**config.mk**
```make
export PLATFORM = sky130hd
export DESIGN_NAME = alu8_bcd
export DESIGN_NICKNAME = d
export VERILOG_FILES = /design/src/rtl/alu8_pkg.sv /design/src/rtl/alu8_ctrl.sv /design/src/rtl/alu8_dp.sv /design/src/rtl/alu8_bcd.sv
export SDC_FILE = /design/constraint.sdc
export NUM_CORES = 1
export LEC_CHECK = 0
export BUFFER_PORTS_ARGS = -buffer_cell sky130_fd_sc_hd__buf_2
export CAP_MARGIN = 0
export CORE_ASPECT_RATIO = 1.5
export CORE_MARGIN = 5
export CORE_UTILIZATION = 45
export DETAILED_ROUTE_END_ITERATION = 10
export PLACE_DENSITY = 0.69
export SLEW_MARGIN = 10
export SYNTH_ARGS = -nofsm -noshare
export SYNTH_HDL_FRONTEND = slang
export SYNTH_HIERARCHICAL = 1
export SYNTH_SLANG_ARGS = --single-unit
export TNS_END_PERCENT = 1
```
**constraint.sdc**
```tcl
create_clock -name vclk -period 7
set_input_delay 0.7 -clock vclk [all_inputs]
set_output_delay 0.7 -clock vclk [all_outputs]
set_load 0.02 [all_outputs]
```
**src/rtl/alu8_pkg.sv**
```systemverilog
package alu8_pkg;

  localparam int OP_W = 4;

  typedef enum logic [OP_W-1:0] {
    OP_ADD     = 4'd0,
    OP_SUB     = 4'd1,
    OP_AND     = 4'd2,
    OP_OR      = 4'd3,
    OP_XOR     = 4'd4,
    OP_COM     = 4'd5,
    OP_INC     = 4'd6,
    OP_DEC     = 4'd7,
    OP_RLC     = 4'd8,
    OP_RRC     = 4'd9,
    OP_SWAP    = 4'd10,
    OP_DAA     = 4'd11,
    OP_DECSKIP = 4'd12,
    OP_INCSKIP = 4'd13,
    OP_PASS0   = 4'd14,
    OP_PASS1   = 4'd15
  } aluOp_e;

  typedef enum logic [2:0] {
    SRC_ADDER, SRC_LOGIC, SRC_ROT, SRC_SWAP, SRC_DAA, SRC_PASS
  } resSrc_e;

  typedef enum logic [1:0] {
    Y_ACC, Y_NACC, Y_ONE, Y_ONES
  } addY_e;

  typedef enum logic [1:0] {
    LF_AND, LF_OR, LF_XOR, LF_NOT
  } logicFn_e;

  typedef struct packed {
    resSrc_e  src;
    addY_e    addY;
    logic     addCin;
    logicFn_e logicFn;
    logic     rotLeft;
    logic     updZ;
    logic     updC;
    logic     updDc;
    logic     skipEn;
  } aluCtl_t;

endpackage

```
**src/rtl/alu8_ctrl.sv**
```systemverilog
module alu8_ctrl
  import alu8_pkg::*;
(
  input  logic [OP_W-1:0] opSel,
  output aluCtl_t         ctl
);

  always_comb begin
    ctl         = '0;
    ctl.src     = SRC_PASS;
    ctl.addY    = Y_ACC;
    ctl.logicFn = LF_AND;
    unique case (aluOp_e'(opSel))
      OP_ADD: begin
        ctl.src = SRC_ADDER; ctl.addY = Y_ACC;
        ctl.updZ = 1'b1; ctl.updC = 1'b1; ctl.updDc = 1'b1;
      end
      OP_SUB: begin
        ctl.src = SRC_ADDER; ctl.addY = Y_NACC; ctl.addCin = 1'b1;
        ctl.updZ = 1'b1; ctl.updC = 1'b1; ctl.updDc = 1'b1;
      end
      OP_AND: begin ctl.src = SRC_LOGIC; ctl.logicFn = LF_AND; ctl.updZ = 1'b1; end
      OP_OR:  begin ctl.src = SRC_LOGIC; ctl.logicFn = LF_OR;  ctl.updZ = 1'b1; end
      OP_XOR: begin ctl.src = SRC_LOGIC; ctl.logicFn = LF_XOR; ctl.updZ = 1'b1; end
      OP_COM: begin ctl.src = SRC_LOGIC; ctl.logicFn = LF_NOT; ctl.updZ = 1'b1; end
      OP_INC: begin ctl.src = SRC_ADDER; ctl.addY = Y_ONE;  ctl.updZ = 1'b1; end
      OP_DEC: begin ctl.src = SRC_ADDER; ctl.addY = Y_ONES; ctl.updZ = 1'b1; end
      OP_RLC: begin ctl.src = SRC_ROT; ctl.rotLeft = 1'b1; ctl.updC = 1'b1; end
      OP_RRC: begin ctl.src = SRC_ROT; ctl.rotLeft = 1'b0; ctl.updC = 1'b1; end
      OP_SWAP: ctl.src = SRC_SWAP;
      OP_DAA: begin ctl.src = SRC_DAA; ctl.updZ = 1'b1; ctl.updC = 1'b1; end
      OP_DECSKIP: begin ctl.src = SRC_ADDER; ctl.addY = Y_ONES; ctl.skipEn = 1'b1; end
      OP_INCSKIP: begin ctl.src = SRC_ADDER; ctl.addY = Y_ONE;  ctl.skipEn = 1'b1; end
      default: ctl.src = SRC_PASS;
    endcase
  end

endmodule

```
**src/rtl/alu8_dp.sv**
```systemverilog
module alu8_dp
  import alu8_pkg::*;
#(
  parameter int DATA_W = 8
) (
  input  aluCtl_t           ctl,
  input  logic [DATA_W-1:0] accIn,
  input  logic [DATA_W-1:0] oprIn,
  input  logic              zIn,
  input  logic              cIn,
  input  logic              dcIn,
  output logic [DATA_W-1:0] result,
  output logic              zOut,
  output logic              cOut,
  output logic              dcOut,
  output logic              skipNext
);

  localparam int NIB_W = DATA_W / 2;
  localparam logic [NIB_W-1:0] DIGIT_MAX = NIB_W'(9);
  localparam logic [DATA_W:0]  LOW_FIX   = (DATA_W+1)'(6);
  localparam logic [DATA_W-1:0] HIGH_FIX = DATA_W'(6) << NIB_W;

  // adder shared by add, subtract, increment and decrement
  logic [DATA_W-1:0] addY;
  logic [DATA_W:0]   addSum;
  logic [NIB_W:0]    addLow;

  always_comb begin
    unique case (ctl.addY)
      Y_ACC:   addY = accIn;
      Y_NACC:  addY = ~accIn;
      Y_ONE:   addY = DATA_W'(1);
      default: addY = '1;
    endcase
    addSum = {1'b0, oprIn} + {1'b0, addY} + (DATA_W+1)'(ctl.addCin);
    addLow = {1'b0, oprIn[NIB_W-1:0]} + {1'b0, addY[NIB_W-1:0]} + (NIB_W+1)'(ctl.addCin);
  end

  logic [DATA_W-1:0] logicRes;
  always_comb begin
    unique case (ctl.logicFn)
      LF_AND:  logicRes = accIn & oprIn;
      LF_OR:   logicRes = accIn | oprIn;
      LF_XOR:  logicRes = accIn ^ oprIn;
      default: logicRes = ~oprIn;
    endcase
  end

  logic [DATA_W-1:0] rotRes;
  logic              rotC;
  always_comb begin
    if (ctl.rotLeft) begin
      rotRes = {oprIn[DATA_W-2:0], cIn};
      rotC   = oprIn[DATA_W-1];
    end else begin
      rotRes = {cIn, oprIn[DATA_W-1:1]};
      rotC   = oprIn[0];
    end
  end

  // two-step packed-BCD correction of the accumulator
  logic [DATA_W:0]   daaStep;
  logic              daaHigh;
  logic [DATA_W-1:0] daaRes;
  always_comb begin
    daaStep = {1'b0, accIn};
    if (accIn[NIB_W-1:0] > DIGIT_MAX || dcIn) daaStep = daaStep + LOW_FIX;
    daaHigh = daaStep[DATA_W] || (daaStep[DATA_W-1:NIB_W] > DIGIT_MAX) || cIn;
    daaRes  = daaStep[DATA_W-1:0] + (daaHigh ? HIGH_FIX : '0);
  end

  logic newC, newDc;
  always_comb begin
    newC  = addSum[DATA_W];
    newDc = addLow[NIB_W];
    unique case (ctl.src)
      SRC_ADDER: result = addSum[DATA_W-1:0];
      SRC_LOGIC: result = logicRes;
      SRC_ROT:   begin result = rotRes; newC = rotC; end
      SRC_SWAP:  result = {oprIn[NIB_W-1:0], oprIn[DATA_W-1:NIB_W]};
      SRC_DAA:   begin result = daaRes; newC = daaHigh; end
      default:   result = oprIn;
    endcase
  end

  assign zOut     = ctl.updZ  ? (result == '0) : zIn;
  assign cOut     = ctl.updC  ? newC  : cIn;
  assign dcOut    = ctl.updDc ? newDc : dcIn;
  assign skipNext = ctl.skipEn && (result == '0);

endmodule

```
**src/rtl/alu8_bcd.sv**
```systemverilog
module alu8_bcd
  import alu8_pkg::*;
#(
  parameter int DATA_W = 8
) (
  input  logic [DATA_W-1:0] accIn,
  input  logic [DATA_W-1:0] oprIn,
  input  logic [OP_W-1:0]   opSel,
  input  logic              zIn,
  input  logic              cIn,
  input  logic              dcIn,
  output logic [DATA_W-1:0] result,
  output logic              zOut,
  output logic              cOut,
  output logic              dcOut,
  output logic              skipNext
);

  aluCtl_t ctl;

  alu8_ctrl u_ctrl (
    .opSel (opSel),
    .ctl   (ctl)
  );

  alu8_dp #(.DATA_W(DATA_W)) u_dp (
    .ctl      (ctl),
    .accIn    (accIn),
    .oprIn    (oprIn),
    .zIn      (zIn),
    .cIn      (cIn),
    .dcIn     (dcIn),
    .result   (result),
    .zOut     (zOut),
    .cOut     (cOut),
    .dcOut    (dcOut),
    .skipNext (skipNext)
  );

endmodule

```
==> results of run 1 <==
logic make-up after synthesis:
kind of cell             after synthesis  share of synthesized area [%]
multiplexers                          13                           9.14
AO/OA/AOI/OAI                         95                           31.5
AND/OR/NAND/NOR                       96                           23.0
adder cells (fa/ha/maj)               28                           17.3
XOR/XNOR                              17                           7.42
buffers and inverters                 51                           11.6
cells in the final DEF, fill, tap and decap left out, types with 5 or more instances in the layout:
cell,instances
o211ai_1,5
o21ai_0,18
ha_1,26
nor3_1,6
inv_1,32
a21oi_1,19
nand2_1,29
nor2_1,17
mux4_2,5
nor2b_1,8
xnor2_1,13
a31oi_1,5
buf_2,35
o21a_1,6
mux2i_1,8
nand2b_1,13
worst min-delay path by stage:
stage | startpoint | end | slack (ns) | depth (start not counted)
final | zIn | zOut | 1.75 | 4
after global routing | zIn | zOut | 1.79 | 4
after CTS | zIn | zOut | 1.75 | 4
after detailed placement | zIn | zOut | 1.74 | 4
after global placement | zIn | zOut | 1.74 | 4
after floorplan | zIn | zOut | 1.58 | 2
critical path, cell delays in order:
cell	delay, ns
buf_2	0.17
nand2b_1	0.20
o21ai_1	0.74
xor2_1	0.14
nor2_1	0.15
fa_1	0.20
inv_1	0.05
fa_1	0.39
a211o_1	0.34
a21oi_1	0.14
nor3_1	0.07
o31a_1	0.32
nor2_1	0.14
nand3b_1	0.09
o32ai_1	0.22
buf_2	0.21
metrics by stage:
stage	setup slack [ns]	total power, mW	utilization, %	instances
2_1_floorplan	2.30	0.165	-	300
3_3_place_gp	2.14	0.223	50.2	386
3_5_place_dp	2.02	0.226	50.2	386
4_1_cts	2.01	0.227	50.2	386
5_1_grt	1.64	0.251	50.2	386
6_report	2.02	0.229	50.2	386
area by class of cell:
| type | instances | area, µm² |
|---|---|---|
| multi-input combinational | 249 | 1870 |
| tap | 64 | 80.1 |
| fill | 479 | 2260 |
| timing repair buffer | 39 | 205 |
| inverter | 34 | 128 |
report_power, final:
part | switching [mW] | internal [mW] | leakage (nW) | total [mW]
combinational | 0.139 | 0.0902 | 1.01 | 0.229
sequential | 0 | 0 | 0 | 0
clock | 0 | 0 | 0 | 0
metal layers:
| metal | GRT usage (%) | vias to the layer above | share of wire [%] |
|---|---|---|---|
| met5 | 0 | - | 0 |
| met4 | 7.96 | 0 | 3.0 |
| met3 | 1.56 | 14 | 5.3 |
| met2 | 37.4 | 89 | 50 |
| met1 | 26.3 | 1078 | 42 |
| li1 | - | 1130 | - |
==> flow_summary.ini, run 1 <==
[status]
status = finished, final reports clean

[route]
drtIter0Drc = 186
num_vias = 2311
avgRoutedWirePerCell_um = 17.1
dr.pass1.iters = 5
finalWirelength_um = 6610
antenna_left = 0
viasPerCell = 5.99
remaining_drc_errors = 0

[cells_and_area]
seq_cells = 0
clkbuf_count = 0
seq_area_um2 = 0
post-route-cell-area_um2 = 2280
nNetsFinal = 375
area_growth_pct = 8.25
n_antenna_cell = 0
drive_above_1_share_pct = 17.4

[job]
maxCapViolCount = 0

[placed_design]
place_congestion = 0.948
dpl_cell_area_um2 = 2280
hpwl_um = 5140
port_buffers = 35

[synth]
synth.most_common_cell = inv_1
syn-num-nets = 351
syn_avg_cell_area_um2 = 7.03
synthDistinctLibCells = 59
netlist.area_leader.share_pct = 15.4
yosysSeqAreaShare_pct = 0
synthCells = 300
yosys.area.top_type = ha_1
ys_warn_count = 6
synthTopCellsByArea = ha_1 (15%), inv_1 (5.7%), xnor2_1 (5.4%), mux4_2 (5.3%), nand2_1 (5.2%)
syn-cell-area_um2 = 2110
synthTopCellsByCount = inv_1 (32), nand2_1 (29), ha_1 (26), a21oi_1 (19), o21ai_0 (18)

[sta]
finalCritPeriodShare_pct = 71.1
slew_viol_final = 0
finalHoldViolCount = 0
setup_tns_ns = 0
rsz0062_at_grt = no
period_minus_slack_ns = 4.98
hold_slack_ns = 1.75
tightest_slew_ns = 1.22
max_freq_mhz = 201
setup_viol = 0
relSlewSlack_pct = 18.7

[power]
p_leak_nw = 1.01
p_per_area_nw_per_um2 = 101
peakVddDrop_mv = 0.0709

[global_route]
antenna_found_initial = 0
grt_max_degree = 27
grt-ovfl-total = 0
track_usage_pct = 21.2
grt_pass1_vias = 2193
grt_pass1_wl_um = 10500

[die]
die_x_um = 65.9
coreArea_um2 = 4540
die_h_um = 93.8
start_util_pct = 46.4
die_area_um2 = 6180
row_count = 30
ios = 35

[clocking]
cts_resized = 0
postCtsHoldBufs = 0
post_cts_buffers = 0

[critical_path]
startpoint = opSel[1]
endpoint_kind = primary output
worst_setup_path_start_kind = primary input
crit_fanout = 12
critical_path_class = in -> out
required_ns = 6.30
cp-endpoint = zOut
cp_data_arrival_time_ns = 4.28

[min_path]
hold_path_class = in -> out
Power figures use the tool's default switching activity.
==> run 2, diff against run 1 <==
PLACE_DENSITY = 0.72   (was 0.69)
clock period = 4.4 ns   (was 7 ns; I/O delays follow)
==> run 2 against run 1 <==
  * Count of clock-buffer cells in the layout is the same
  * Largest cell class unchanged
  * Power grew 64%
  * Design area grew 2.6%
  * Global-route usage grew 0.74 points
  * Combinational power grew 65%
  * Wire length grew 4.0%
  * Largest power group unchanged
  * Final cell count grew 1.3%
  * Critical path depth shrank 1
  * Hold slack lost 0.52 ns
  * Non-clock buffer count grew 5
==> flow_summary.ini, run 2 (synthesized netlist as in run 1, its figures left out) <==
[cells_and_area]
clkbuf_count = 0
seq_cells = 0
post-route-cell-area_um2 = 2340
nNetsFinal = 380
nFillCells = 466
multi_input_area_um2 = 1890
layout_common_cells = buf_2 (35), inv_1 (32), nand2_1 (29), ha_1 (26)
layout_commonest_cell = buf_2
drive_above_1_share_pct = 19.3
area_growth_pct = 11.0
n_antenna_cell = 0
seq_area_um2 = 0
layout.cells.non_filler = 391

[critical_path]
crit_family = compound AO/OA/AOI/OAI gates
cp_num_buf_inv = 3
slowest_delay_ns = 0.44
worst_setup_path_start_kind = primary input
timing.critical_path.cells = buf_2 > xnor2_1 > nand3_1 > o21ai_1 > buf_4 > xnor2_1 > ha_1 > a21oi_1 > nor2b_1 > o311ai_0 > a211oi_1 > a31o_2 > nand3b_1 > o32ai_1 > buf_2
critical_path_class = in -> out
crit_fanout = 13
crit_slowest_cell = o311ai_0
endpoint_kind = primary output
cp_data_arrival_time_ns = 3.71
required_ns = 3.96

[route]
dr.pass1.iters = 7
drtIter0Drc = 156
viasPerCell = 6.21
finalWirelength_um = 6870
num_vias = 2430
remaining_drc_errors = 0
avgRoutedWirePerCell_um = 17.6
antenna_left = 0

[global_route]
grt-ovfl-total = 0
grt_pass1_wl_um = 10900
grt_max_degree = 27
grt_pass1_vias = 2321
antenna_found_initial = 0
track_usage_pct = 22.0

[sta]
max_freq_mhz = 241
rsz0062_at_grt = no
relSlewSlack_pct = 67.1
finalCritPeriodShare_pct = 94.2
setup_tns_ns = 0
slew_viol_final = 0
period_minus_slack_ns = 4.15
finalHoldViolCount = 0
hold_slack_ns = 1.23
setup_viol = 0
tightest_slew_ns = 0.488

[die]
coreArea_um2 = 4540
ios = 35
die_x_um = 65.9
start_util_pct = 46.4
die_h_um = 93.8
row_count = 30
die_area_um2 = 6180

[placed_design]
port_buffers = 35
dp.cells = 391
hpwl_um = 5460
dpl_cell_area_um2 = 2320
place_congestion = 0.987

[power]
p_per_area_nw_per_um2 = 161
clkPwrFrac_pct = 0
power_frac_seq_pct = 0
switchingPower_mw = 0.229
p_leak_nw = 1.05
internal-power_mw = 0.148
peakVddDrop_mv = 0.0884
swShare_pct = 60.7
comb_power_share_pct = 100.0

[min_path]
hold_path_class = in -> out

[clocking]
postCtsHoldBufs = 0

[job]
maxCapViolCount = 0

[status]
status = finished, final reports clean
-- run 2: cell types whose count changed in the layout (fill, tap and decap cells not counted) --
cell	change
nor4_1	-1
a21oi_2	+1
o41ai_4	+1
o41ai_2	-1
nor4_2	+1
a21oi_1	-1
buf_4	+5
-- run 2: repair_timing --
item / CTS / global route
setup endpoints to repair: 0 / 2
gates resized for setup: 0 / 3
hold endpoints to repair: 0 / 0
buffers inserted: 0 / 0
-- run 2: tightest hold or removal path, delay by kind of cell --
kind,cells,cell delay (ns)
AO/OA/AOI/OAI,1,0.06
buffers and inverters,3,0.29
-- run 2: power by group through the flow --
stage / Combinational [mW] / Sequential [mW] / Clock [mW]
2_1_floorplan: 0.263 / 0 / 0
3_3_place_gp: 0.359 / 0 / 0
3_5_place_dp: 0.366 / 0 / 0
4_1_cts: 0.368 / 0 / 0
5_1_grt: 0.411 / 0 / 0
6_report: 0.377 / 0 / 0
-- run 2: layout make-up --
cell class | instances | area share [%]
inverter | 34 | 5.45
multi-input combinational | 249 | 80.8
tap | 64 | 3.42
timing repair buffer | 44 | 10.4
-- run 2: through the flow --
step / util [%] / worst slack (ns) / power [mW]
floorplan: - / 0.220 / 0.263
global placement: 51.1 / 0.300 / 0.359
detailed placement: 51.1 / 0.249 / 0.366
CTS: 51.1 / 0.231 / 0.368
global route: 51.5 / 0.0269 / 0.411
finish: 51.5 / 0.255 / 0.377
-- run 2: per-layer routing --
layer	track usage [%]	up-vias	wire length, µm
met1	25.3	1130	2660
li1	-	1143	-
met2	39.2	125	3370
met3	1.44	32	477
met5	0	-	0
met4	12.1	0	360
-- run 2: worst paths after layout --
check | startpoint | end | slack (ns) | cells after the start
setup / recovery | opSel[2] | zOut | 0.25 | 15
hold / removal | zIn | zOut | 1.23 | 4
